<file path="config.mk">
export PLATFORM = sky130hd
export DESIGN_NAME = trace_hist_buf
export DESIGN_NICKNAME = d
export VERILOG_FILES = /design/src/rtl/trace_hist_pkg.sv /design/src/rtl/trace_hist_store.sv /design/src/rtl/trace_hist_cmd_dec.sv /design/src/rtl/trace_hist_readout.sv /design/src/rtl/trace_hist_buf.sv
export SDC_FILE = /design/constraint.sdc
export NUM_CORES = 1
export LEC_CHECK = 0
export ABC_AREA = 1
export BUFFER_PORTS_ARGS = -buffer_cell sky130_fd_sc_hd__buf_2
export CAP_MARGIN = 20
export CORE_MARGIN = 2
export CORE_UTILIZATION = 65
export CTS_CLUSTER_DIAMETER = 120
export DETAILED_ROUTE_END_ITERATION = 10
export GPL_TIMING_DRIVEN = 1
export PLACE_DENSITY = 0.87
export SYNTH_ARGS = -nofsm -noshare
export SYNTH_HDL_FRONTEND = slang
export SYNTH_SLANG_ARGS = --single-unit
</file>
<file path="constraint.sdc">
create_clock -name clk -period 3.6 [get_ports clk]
set_clock_uncertainty 0.15 [all_clocks]
set_input_delay 0 -clock clk [delete_from_list [all_inputs] [get_ports clk]]
set_output_delay 0 -clock clk [all_outputs]
set_load 0.005 [all_outputs]
</file>
<file path="src/rtl/trace_hist_pkg.sv">
package trace_hist_pkg;
  parameter int ENTRY_W  = 6;
  parameter int DEPTH    = 64;
  parameter int WORD_W   = 32;
  parameter int BYTE_W   = 8;
  parameter logic [7:0] CMD_BASE = 8'h50;

  localparam int PTR_W          = $clog2(DEPTH);
  localparam int TOTAL_BITS     = ENTRY_W * DEPTH;
  localparam int NUM_WORDS      = TOTAL_BITS / WORD_W;
  localparam int IDX_W          = $clog2(NUM_WORDS);
  localparam int BYTES_PER_WORD = WORD_W / BYTE_W;
  localparam int BCNT_W         = $clog2(BYTES_PER_WORD);

  typedef enum logic [1:0] {RO_IDLE, RO_WAIT, RO_SEND} ro_state_e;

  // lowest bit of entry k inside the packed vector
  function automatic int entry_lsb(input int k);
    return k * ENTRY_W;
  endfunction

  // lowest bit of word n inside the packed vector
  function automatic int word_lsb(input int n);
    return n * WORD_W;
  endfunction

  function automatic logic [PTR_W-1:0] next_ptr(input logic [PTR_W-1:0] p);
    return (p == PTR_W'(DEPTH - 1)) ? '0 : p + PTR_W'(1);
  endfunction

  function automatic logic cmd_selects_word(input logic [7:0] b);
    return (b >= CMD_BASE) && (b < CMD_BASE + 8'(NUM_WORDS));
  endfunction

  // byte idx of a word, idx 0 being the most significant
  function automatic logic [BYTE_W-1:0] byte_of(input logic [WORD_W-1:0] w,
                                                input logic [BCNT_W-1:0] idx);
    logic [WORD_W-1:0] sh;
    sh = w >> (BYTE_W * (BYTES_PER_WORD - 1 - int'(idx)));
    return sh[BYTE_W-1:0];
  endfunction
endpackage

</file>
<file path="src/rtl/trace_hist_store.sv">
module trace_hist_store
  import trace_hist_pkg::*;
(
  input  logic                  clk,
  input  logic                  rst_n,
  input  logic                  cap_en,
  input  logic [ENTRY_W-1:0]    cap_code,
  output logic [PTR_W-1:0]      wr_ptr,
  output logic [TOTAL_BITS-1:0] packed_bits
);
  logic [PTR_W-1:0] ptr_q;

  always_ff @(posedge clk or negedge rst_n) begin
    if (!rst_n)      ptr_q <= '0;
    else if (cap_en) ptr_q <= next_ptr(ptr_q);
  end

  assign wr_ptr = ptr_q;

  for (genvar k = 0; k < DEPTH; k++) begin : g_ent
    logic [ENTRY_W-1:0] ent_q;
    logic               hit;
    assign hit = cap_en && (ptr_q == PTR_W'(k));
    always_ff @(posedge clk) begin
      if (hit) ent_q <= cap_code;
    end
    assign packed_bits[entry_lsb(k) +: ENTRY_W] = ent_q;
  end
endmodule

</file>
<file path="src/rtl/trace_hist_cmd_dec.sv">
module trace_hist_cmd_dec
  import trace_hist_pkg::*;
(
  input  logic [7:0]       cmd_byte,
  output logic             is_read,
  output logic [IDX_W-1:0] word_idx
);
  logic [7:0] offset;

  assign offset   = cmd_byte - CMD_BASE;
  assign is_read  = cmd_selects_word(cmd_byte);
  assign word_idx = offset[IDX_W-1:0];
endmodule

</file>
<file path="src/rtl/trace_hist_readout.sv">
module trace_hist_readout
  import trace_hist_pkg::*;
#(
  parameter int RESP_DELAY = 2
) (
  input  logic                  clk,
  input  logic                  rst_n,
  input  logic [TOTAL_BITS-1:0] packed_bits,
  input  logic                  cmd_valid,
  input  logic                  cmd_is_read,
  input  logic [IDX_W-1:0]      word_idx,
  output logic                  cmd_ready,
  output logic                  rsp_valid,
  output logic [BYTE_W-1:0]     rsp_byte,
  input  logic                  rsp_ready,
  output logic                  accept_evt,
  output logic [WORD_W-1:0]     snap_word
);
  localparam int CNT_W = (RESP_DELAY < 2) ? 1 : $clog2(RESP_DELAY + 1);
  localparam logic [BCNT_W-1:0] LAST_BYTE = BCNT_W'(BYTES_PER_WORD - 1);

  ro_state_e           state_q;
  logic [CNT_W-1:0]    dly_q;
  logic [BCNT_W-1:0]   bcnt_q;
  logic [WORD_W-1:0]   snap_q;
  logic [WORD_W-1:0]   word_arr [NUM_WORDS];
  logic [WORD_W-1:0]   sel_word;

  for (genvar n = 0; n < NUM_WORDS; n++) begin : g_word
    assign word_arr[n] = packed_bits[word_lsb(n) +: WORD_W];
  end

  always_comb begin
    sel_word = '0;
    for (int n = 0; n < NUM_WORDS; n++) begin
      if (word_idx == IDX_W'(n)) sel_word = word_arr[n];
    end
  end

  assign cmd_ready  = (state_q == RO_IDLE);
  assign accept_evt = cmd_valid && cmd_ready && cmd_is_read;
  assign rsp_valid  = (state_q == RO_SEND);
  assign rsp_byte   = byte_of(snap_q, bcnt_q);
  assign snap_word  = snap_q;

  always_ff @(posedge clk or negedge rst_n) begin
    if (!rst_n) begin
      state_q <= RO_IDLE;
      dly_q   <= '0;
      bcnt_q  <= '0;
      snap_q  <= '0;
    end else begin
      case (state_q)
        RO_IDLE: begin
          if (accept_evt) begin
            snap_q  <= sel_word;
            dly_q   <= CNT_W'(RESP_DELAY - 1);
            bcnt_q  <= '0;
            state_q <= RO_WAIT;
          end
        end
        RO_WAIT: begin
          if (dly_q == '0) state_q <= RO_SEND;
          else             dly_q   <= dly_q - CNT_W'(1);
        end
        RO_SEND: begin
          if (rsp_ready) begin
            if (bcnt_q == LAST_BYTE) state_q <= RO_IDLE;
            else                     bcnt_q  <= bcnt_q + BCNT_W'(1);
          end
        end
        default: state_q <= RO_IDLE;
      endcase
    end
  end
endmodule

</file>
<file path="src/rtl/trace_hist_buf.sv">
module trace_hist_buf
  import trace_hist_pkg::*;
#(
  parameter int RESP_DELAY = 2
) (
  input  logic                  clk,
  input  logic                  rst_n,
  input  logic                  cap_en,
  input  logic [ENTRY_W-1:0]    cap_code,
  output logic [PTR_W-1:0]      wr_ptr,
  input  logic                  cmd_valid,
  input  logic [7:0]            cmd_byte,
  output logic                  cmd_ready,
  output logic                  rsp_valid,
  output logic [BYTE_W-1:0]     rsp_byte,
  input  logic                  rsp_ready
);
  logic [TOTAL_BITS-1:0] packed_bits;
  logic                  cmd_is_read;
  logic [IDX_W-1:0]      word_idx;
  logic                  accept_evt;
  logic [WORD_W-1:0]     snap_word;

  trace_hist_store store_i (
    .clk         (clk),
    .rst_n       (rst_n),
    .cap_en      (cap_en),
    .cap_code    (cap_code),
    .wr_ptr      (wr_ptr),
    .packed_bits (packed_bits)
  );

  trace_hist_cmd_dec dec_i (
    .cmd_byte (cmd_byte),
    .is_read  (cmd_is_read),
    .word_idx (word_idx)
  );

  trace_hist_readout #(.RESP_DELAY(RESP_DELAY)) ro_i (
    .clk         (clk),
    .rst_n       (rst_n),
    .packed_bits (packed_bits),
    .cmd_valid   (cmd_valid),
    .cmd_is_read (cmd_is_read),
    .word_idx    (word_idx),
    .cmd_ready   (cmd_ready),
    .rsp_valid   (rsp_valid),
    .rsp_byte    (rsp_byte),
    .rsp_ready   (rsp_ready),
    .accept_evt  (accept_evt),
    .snap_word   (snap_word)
  );
endmodule

</file>
==> summary.md, run 1 <==
| Metric | Value |
|---|---|
| Status | completed |
| Rel. slew slack | 25.7% |
| Pwr per Cell Area | 595 nW/um^2 |
| Worst slack, placed | 1.15 ns |
| Leak | 6.88 nW |
| Multi-input gate area in the final layout | 3760 sq um |
| Worst slew pin tran | 1.11 ns |
| Post-CTS Setup Bufs | 0 |
| IO Count | 35 |
| Setup TNS | 0 ns |
| Commonest non-fill, non-tap cell in the layout | edfxtp_1 |
| Worst setup margin | 1.06 ns |
| DRC viols | 0 |
| Clock slew at reported path FFs | 0.06 ns |
| Final hold vios | 0 |
| GRT overflow | 0 |
| CTS tree | yes |
| Logic pwr share | 11.0% |
| Synth warnings | 0 |
| WL per Instance | 22.9 um |
| Final WL | 41,900 um |
| Initial Util | 65.5% |
| Fin crit period | 2.54 ns |
| Worst hold margin | 0.0348 ns |
| PortBufs | 34 |
| Root buf cell | clkbuf_16 |
| GRT Overall Usage | 31.7% |
| Final setup fails | 0 |
| Post-DP HPWL | 25,300 um |
| #FFs+latches synth | 428 |
| Syn_area_per_cell | 12.0 sq um |
| Max Root-Sink Buffers | 3 |
| Min-Delay Path Depth | 1 |
| Final nets | 1,488 |
| Register area | 12,600 sq um |
| Worst hold path type | input port to flip-flop |
| Pin count of the biggest net entering global routing | 60 |
| Die area | 27,400 sq um |
| Total power | 11.1 mW |
| Initial antenna violation count | 0 |
| RePlAce Congestion | 0.914 |
| Die Ht | 165 um |
| H-tree depth | 2 |
| Worst endpoint required time | 3.61 ns |
| Via/cell ratio | 6.25 |
| Share of layout cells above drive strength 1 | 9.12% |
| Routed Antenna Nets | 0 |
| Clock network power share | 36.3% |
| Via count | 11,400 |
| CTS buffer count | 40 |
| Max VDD drop | 0.424 mV |
| Die W | 165 um |
| Critical Path AT | 2.55 ns |
| ANT cells | 0 |
| Top cell type's share of synthesized area | 68.1% |
| Layout fillers | 1,514 |
| Synth area leaders | edfxtp_1 68%, nand2_1 8.0%, dfrtp_1 6.5% |
| Fin. max-slew vios | 0 |
| Global-route wire length before repair | 63,300 um |
| Drt pass-1 iters | 6 |
| Synth cell types | 31 |
| P&R area growth vs syn | 10.7% |
| Max cap viols | 0 |
| Clock sink count | 428 |
| Share of power burned in registers | 52.7% |
| Vias in the first global route | 11,200 |
| Mapped cell area | 16,900 sq um |
| Crit Path Category | flip-flop to flip-flop |
| Core ar. | 25,800 sq um |
| Internal power | 8.34 mW |
| Crit end category | flip-flop |
| Sequential fraction of the synthesis area | 74.6% |
| Most frequent cells in the layout | 384 x edfxtp_1, 363 x nand2_1, 222 x nor2_1 |
| Fin crit share | 70.5% |
| Sw Ratio | 25.1% |
| NetSw | 2.80 mW |
| RSZ-0062 raised after global routing | false |
| Yosys top cell by area | edfxtp_1 |
| Max FO, Critical Path | 16 |
| Worst setup SP type | flip-flop |
| Syn nets | 1,440 |
| R2r setup slk | 1.06 ns |
| Row Count | 59 |
| Reg2reg path depth | 3 |
| Max Freq | 394 MHz |
| Worst-Skew Late Latency | 0.53 ns |
| DR iter-0 viols | 1,655 |
| Synth Instances | 1,415 |
power by group through the flow:
stage	logic [mW]	clock network, mW	registers, mW
2_1_floorplan	0.709	0	5.87
3_3_place_gp	1.14	0	5.95
3_5_place_dp	1.17	0	5.96
4_1_cts	1.20	4.05	5.87
5_1_grt	1.33	4.25	5.89
6_report	1.23	4.05	5.87
cell type report:
type,instances,share of cell area [%]
Clock inverter,5,0.120
Tap cell,335,2.24
Clock buffer,66,6.57
Multi-Input combinational cell,856,20.1
Inverter,80,1.60
Timing Repair Buffer,57,1.96
Sequential cell,428,67.4
worst max-delay path, stage by stage (launching register included):
cell     delay (ns)
dfrtp_1        0.41
inv_1          0.10
nand3_1        0.73
nor2_1         0.76
repair_timing:
| action | in CTS | in global routing |
|---|---|---|
| resized for setup | 0 | 0 |
| endpoints found under the hold margin | 60 | 0 |
| hold buffers | 7 | 0 |
state kept, by name (all words and copies together), names as in the netlist:
| signal | flops |
|---|---|
| ro_i.bcnt_q | 2 |
| store_i.g_ent.ent_q | 384 |
| store_i.wr_ptr | 6 |
| ro_i.dly_q | 2 |
| ro_i.state_q | 2 |
| ro_i.snap_word | 32 |
path summary, 6_finish.rpt:
check	endpoint	start
setup reg to reg	store_i.g_ent[29].ent_q[1]$_DFFE_PP_	store_i.wr_ptr[5]$_DFFE_PN0P_
hold reg to reg	ro_i.dly_q[0]$_DFFE_PN0P_	ro_i.dly_q[0]$_DFFE_PN0P_
max in group asynchronous	store_i.wr_ptr[1]$_DFFE_PN0P_	rst_n
min in group asynchronous	ro_i.state_q[0]$_DFFE_PN0P_	rst_n
hold / removal	store_i.g_ent[19].ent_q[5]$_DFFE_PP_	cap_code[5]
setup / recovery	store_i.g_ent[29].ent_q[1]$_DFFE_PP_	store_i.wr_ptr[5]$_DFFE_PN0P_
kinds of logic (layout without fill, tap and decap cells):
group,after synthesis,in the layout,share of synthesized area (%)
and+or+nand+nor,730,730,18.0
DFF,428,428,74.6
buffers and inverters,131,208,3.20
AOI/OAI and AO/OA,119,119,3.66
adders and majority gates,6,6,0.443
xor gates and xnor gates,1,1,0.0517
synthesized netlist by cell type, drive strengths merged:
master / n
inv: 79
clkbuf: 24
ha: 6
nor3: 1
a21oi: 61
dfrtp: 44
o31ai: 1
clkinv: 1
edfxtp: 384
or2: 6
o21ai: 48
nand4: 60
o2111ai: 1
or3b: 1
o211ai: 1
nand3: 61
o22ai: 7
nor2: 234
nand2: 367
buf: 27
xor2: 1
per-stage QoR:
stage	util (%)	instance area (sq um)	cells
3_5_place_dp	67.3	17400	1748
2_1_floorplan	-	16900	1415
6_report	72.5	18700	1827
3_3_place_gp	67.3	17400	1748
4_1_cts	72.5	18700	1826
5_1_grt	72.5	18700	1827
metal layers:
metal / GRT usage [%] / share of wire (%) / vias to the layer above
li1: - / - / 4965
met1: 41.9 / 35 / 5440
met2: 51.1 / 49 / 877
met3: 5.84 / 11 / 144
met4: 16.4 / 4.6 / 0
met5: 0 / 0 / -
No activity file was read; power rests on OpenSTA's default activity.
==> inputs of run 2 (changes only) <==
--- a/config.mk
+++ b/config.mk
@@ -9,11 +9,11 @@
 export BUFFER_PORTS_ARGS = -buffer_cell sky130_fd_sc_hd__buf_2
 export CAP_MARGIN = 20
 export CORE_MARGIN = 2
-export CORE_UTILIZATION = 65
+export CORE_UTILIZATION = 56
 export CTS_CLUSTER_DIAMETER = 120
 export DETAILED_ROUTE_END_ITERATION = 10
 export GPL_TIMING_DRIVEN = 1
-export PLACE_DENSITY = 0.87
+export PLACE_DENSITY = 0.8
 export SYNTH_ARGS = -nofsm -noshare
 export SYNTH_HDL_FRONTEND = slang
 export SYNTH_SLANG_ARGS = --single-unit
==> constraint.sdc (replaced) <==
create_clock -name clk -period 2.2 [get_ports clk]
set_clock_uncertainty 0.15 [all_clocks]
set_input_delay 0 -clock clk [delete_from_list [all_inputs] [get_ports clk]]
set_output_delay 0 -clock clk [all_outputs]
set_load 0.005 [all_outputs]
==> run 2 against run 1 <==
Effect of this change: sequential cell count did not move; final cell count increased by 7.2%; combinational power up 75%; critical path depth increased by 6; power is 62% higher; clock power rose by 58%; die area up 16%; clock-buffer cell count is 12 lower; via count grew 0.76%; core utilization is 6.8 points lower.
==> summary.md, run 2 (same netlist as run 1, synthesis figures left out) <==
| Metric | Value |
|---|---|
| Post-DP HPWL | 26,500 um (+4.6%) |
| Max FO, Critical Path | 59 (+43) |
| Clock slew at reported path FFs | 0.06 ns (about the same) |
| Final nets | 1,567 (+5.3%) |
| Worst stage delay on the critical path | 0.61 ns (-0.15 ns) |
| Most frequent cells in the layout | 384 x edfxtp_1, 363 x nand2_1, 221 x nor2_1 |
| Register area | 12,600 sq um (unchanged) |
| Vias in the first global route | 11,500 (+3.3%) |
| Initial antenna violation count | 0 (unchanged) |
| RePlAce Congestion | 0.884 (-3.3%) |
| Max reg flops | 384 (unchanged) |
| Die Ht | 178 um (+7.5%) |
| Max VDD drop | 0.813 mV (+92%) |
| Logic pwr share | 11.8% (+0.8 points) |
| Hold path start | rsp_ready |
| Fin crit period | 2.10 ns |
| GRT overflow | 0 (unchanged) |
| Crit end category | flip-flop |
| Sw Ratio | 25.0% (-0.096 points) |
| Fin crit share | 95.4% |
| DRC viols | 0 (unchanged) |
| Die area | 31,600 sq um (+16%) |
| Global-route wire length before repair | 64,800 um (+2.4%) |
| Max cap viols | 0 (unchanged) |
| Pin count of the biggest net entering global routing | 65 (+8.3%) |
| Status | completed |
| CP cell instances | dlygate4sd3_1 > buf_2 > or3b_1 > dlygate4sd3_1 > nor2_4 > inv_4 > nor2_1 > nand2_1 > nand2_1 |
| ANT cells | 0 (unchanged) |
| Via count | 11,500 (+0.76%) |
| Max Root-Sink Buffers | 3 (unchanged) |
| H-tree depth | 2 (unchanged) |
| Final setup fails | 0 (unchanged) |
| Share of layout cells above drive strength 1 | 13.3% (+4.2 points) |
| Largest register by flop count | store_i.g_ent.ent_q |
| Commonest non-fill, non-tap cell in the layout | edfxtp_1 |
| WL per Instance | 21.7 um (-5.4%) |
| Via/cell ratio | 5.88 (-6.0%) |
| NetSw | 4.54 mW (+62%) |
| Rel. slew slack | 47.5% (+22 points) |
| RSZ-0062 raised after global routing | false |
| Clock sink count | 428 (unchanged) |
| Critical path startpoint | cmd_byte[7] |
| Core ar. | 29,700 sq um (+15%) |
| Finished Core Util | 65.7% (-6.8 points) |
| Reg2reg path depth | 4 (+1) |
| Multi-input gate area in the final layout | 3760 sq um (about the same) |
| GRT Overall Usage | 27.7% (-4.0 points) |
| Share of power burned in registers | 52.8% (about the same) |
| Layout fillers | 2,017 (+33%) |
| RR Startpoint | store_i.wr_ptr[0]$_DFFE_PN0P_ |
| Root buf cell | clkbuf_16 |
| Die W | 178 um (+7.5%) |
| CTS buffer count | 40 (unchanged) |
| Fin. max-slew vios | 0 (unchanged) |
| Worst-Skew Late Latency | 0.53 ns (about the same) |
| Final WL | 42,500 um (+1.3%) |
| Min-Delay Path Depth | 3 (+2) |
| Worst setup SP type | input port |
| Final hold vios | 0 (unchanged) |
| DR iter-0 viols | 1,445 (-13%) |
| Worst slew pin tran | 0.784 ns (-0.329 ns) |
| Drt pass-1 iters | 5 (-1) |
| Worst hold path type | input port to flip-flop |
| Crit Path Category | input port to flip-flop |
| Max Freq | 477 MHz |
| Routed Antenna Nets | 0 (unchanged) |
| Worst slack, placed | -0.410 ns (-1.56 ns) |
| PortBufs | 34 (unchanged) |
| Leak | 7.31 nW (+6.3%) |
| Clock network power share | 35.3% (-1.0 points) |
| Internal power | 13.6 mW (+63%) |
| Row Count | 63 (+6.8%) |
| Initial Util | 57.0% (-8.6 points) |
| IO Count | 35 (unchanged) |
| P&R area growth vs syn | 15.3% |
| Worst-path cell with the longest stage delay | dlygate4sd3_1 |
| Worst setup margin | 0.102 ns (-0.959 ns) |
| Worst endpoint required time | 2.51 ns (-1.10 ns) |
| CTS tree | yes |
| Critical Path AT | 2.40 ns (-0.15 ns) |
| Pwr per Cell Area | 927 nW/um^2 (+56%) |
==> run 2: cell count changes in the layout (fill, tap and decap cells not counted), moves of 2 or more <==
cell and delta:
buf_4 +59, clkinv_1 +2, clkbuf_8 -7, clkinv_2 +4, buf_12 +14, inv_6 +2
clkbuf_1 -4, dlygate4sd3_1 +7
==> run 2: layer usage <==
layer / GRT usage (%) / vias up / routed length (um)
met5: 0 / - / 0
met4: 13.0 / 0 / 2030
met3: 4.07 / 138 / 3780
met2: 46.6 / 681 / 21100
met1: 35.7 / 5556 / 15600
li1: - / 5138 / -
==> run 2: layout make-up <==
cell class                 instances  share of cell area [%]
clock buffer                      54                    5.61
clock inverter                    14                   0.500
inverter                          80                    1.55
multi-input combinational        856                    19.3
sequential                       428                    64.7
tap                              390                    2.50
timing repair buffer             136                    5.87
==> run 2: power by group through the flow <==
| stage | sequential (mW) | combinational (mW) | clock (mW) |
|---|---|---|---|
| after floorplan | 9.61 | 1.16 | 0 |
| after global placement | 9.70 | 2.00 | 0 |
| after detailed placement | 9.72 | 2.09 | 0 |
| after CTS | 9.56 | 2.12 | 6.44 |
| after global routing | 9.60 | 2.34 | 6.73 |
| final | 9.57 | 2.15 | 6.39 |
==> run 2: path summary, 6_finish.rpt <==
| kind | endpoint | slack, ns |
|---|---|---|
| setup / recovery | ro_i.snap_word[16]$_DFFE_PN0P_ | 0.10 |
| hold / removal | ro_i.state_q[1]$_DFFE_PN0P_ | 0.08 |
| setup reg to reg | store_i.g_ent[56].ent_q[5]$_DFFE_PP_ | 0.12 |
| hold reg to reg | ro_i.dly_q[0]$_DFFE_PN0P_ | 0.32 |
| max in group asynchronous | ro_i.snap_word[8]$_DFFE_PN0P_ | 1.09 |
| min in group asynchronous | ro_i.snap_word[7]$_DFFE_PN0P_ | 0.20 |
==> run 2: critical path: cells and delay by family <==
kind | cells | cell delay (ns)
AND/OR/NAND/NOR | 5 | 0.91
buffers and inverters | 4 | 1.48
==> run 2: timing repair <==
item / CTS / global route
hold endpoints to repair: 437 / 39
endpoints found under the setup margin: 32 / 0
setup buffers: 1 / 0
hold buffers: 13 / 1
gates resized for setup: 2 / 0
==> run 2: stage by stage <==
step                power (mW)  area [sq um]  instances  hold slack [ns]  setup TNS (ns)
finish                    18.1         19500       1958           0.0841               0
floorplan                 10.8         16900       1415           -0.446               0
detailed placement        11.8         18200       1874           0.0621           -8.71
global placement          11.7         18200       1874           0.0518           -5.55
global route              18.7         19500       1958           0.0904               0
CTS                       18.1         19500       1956           0.0445               0
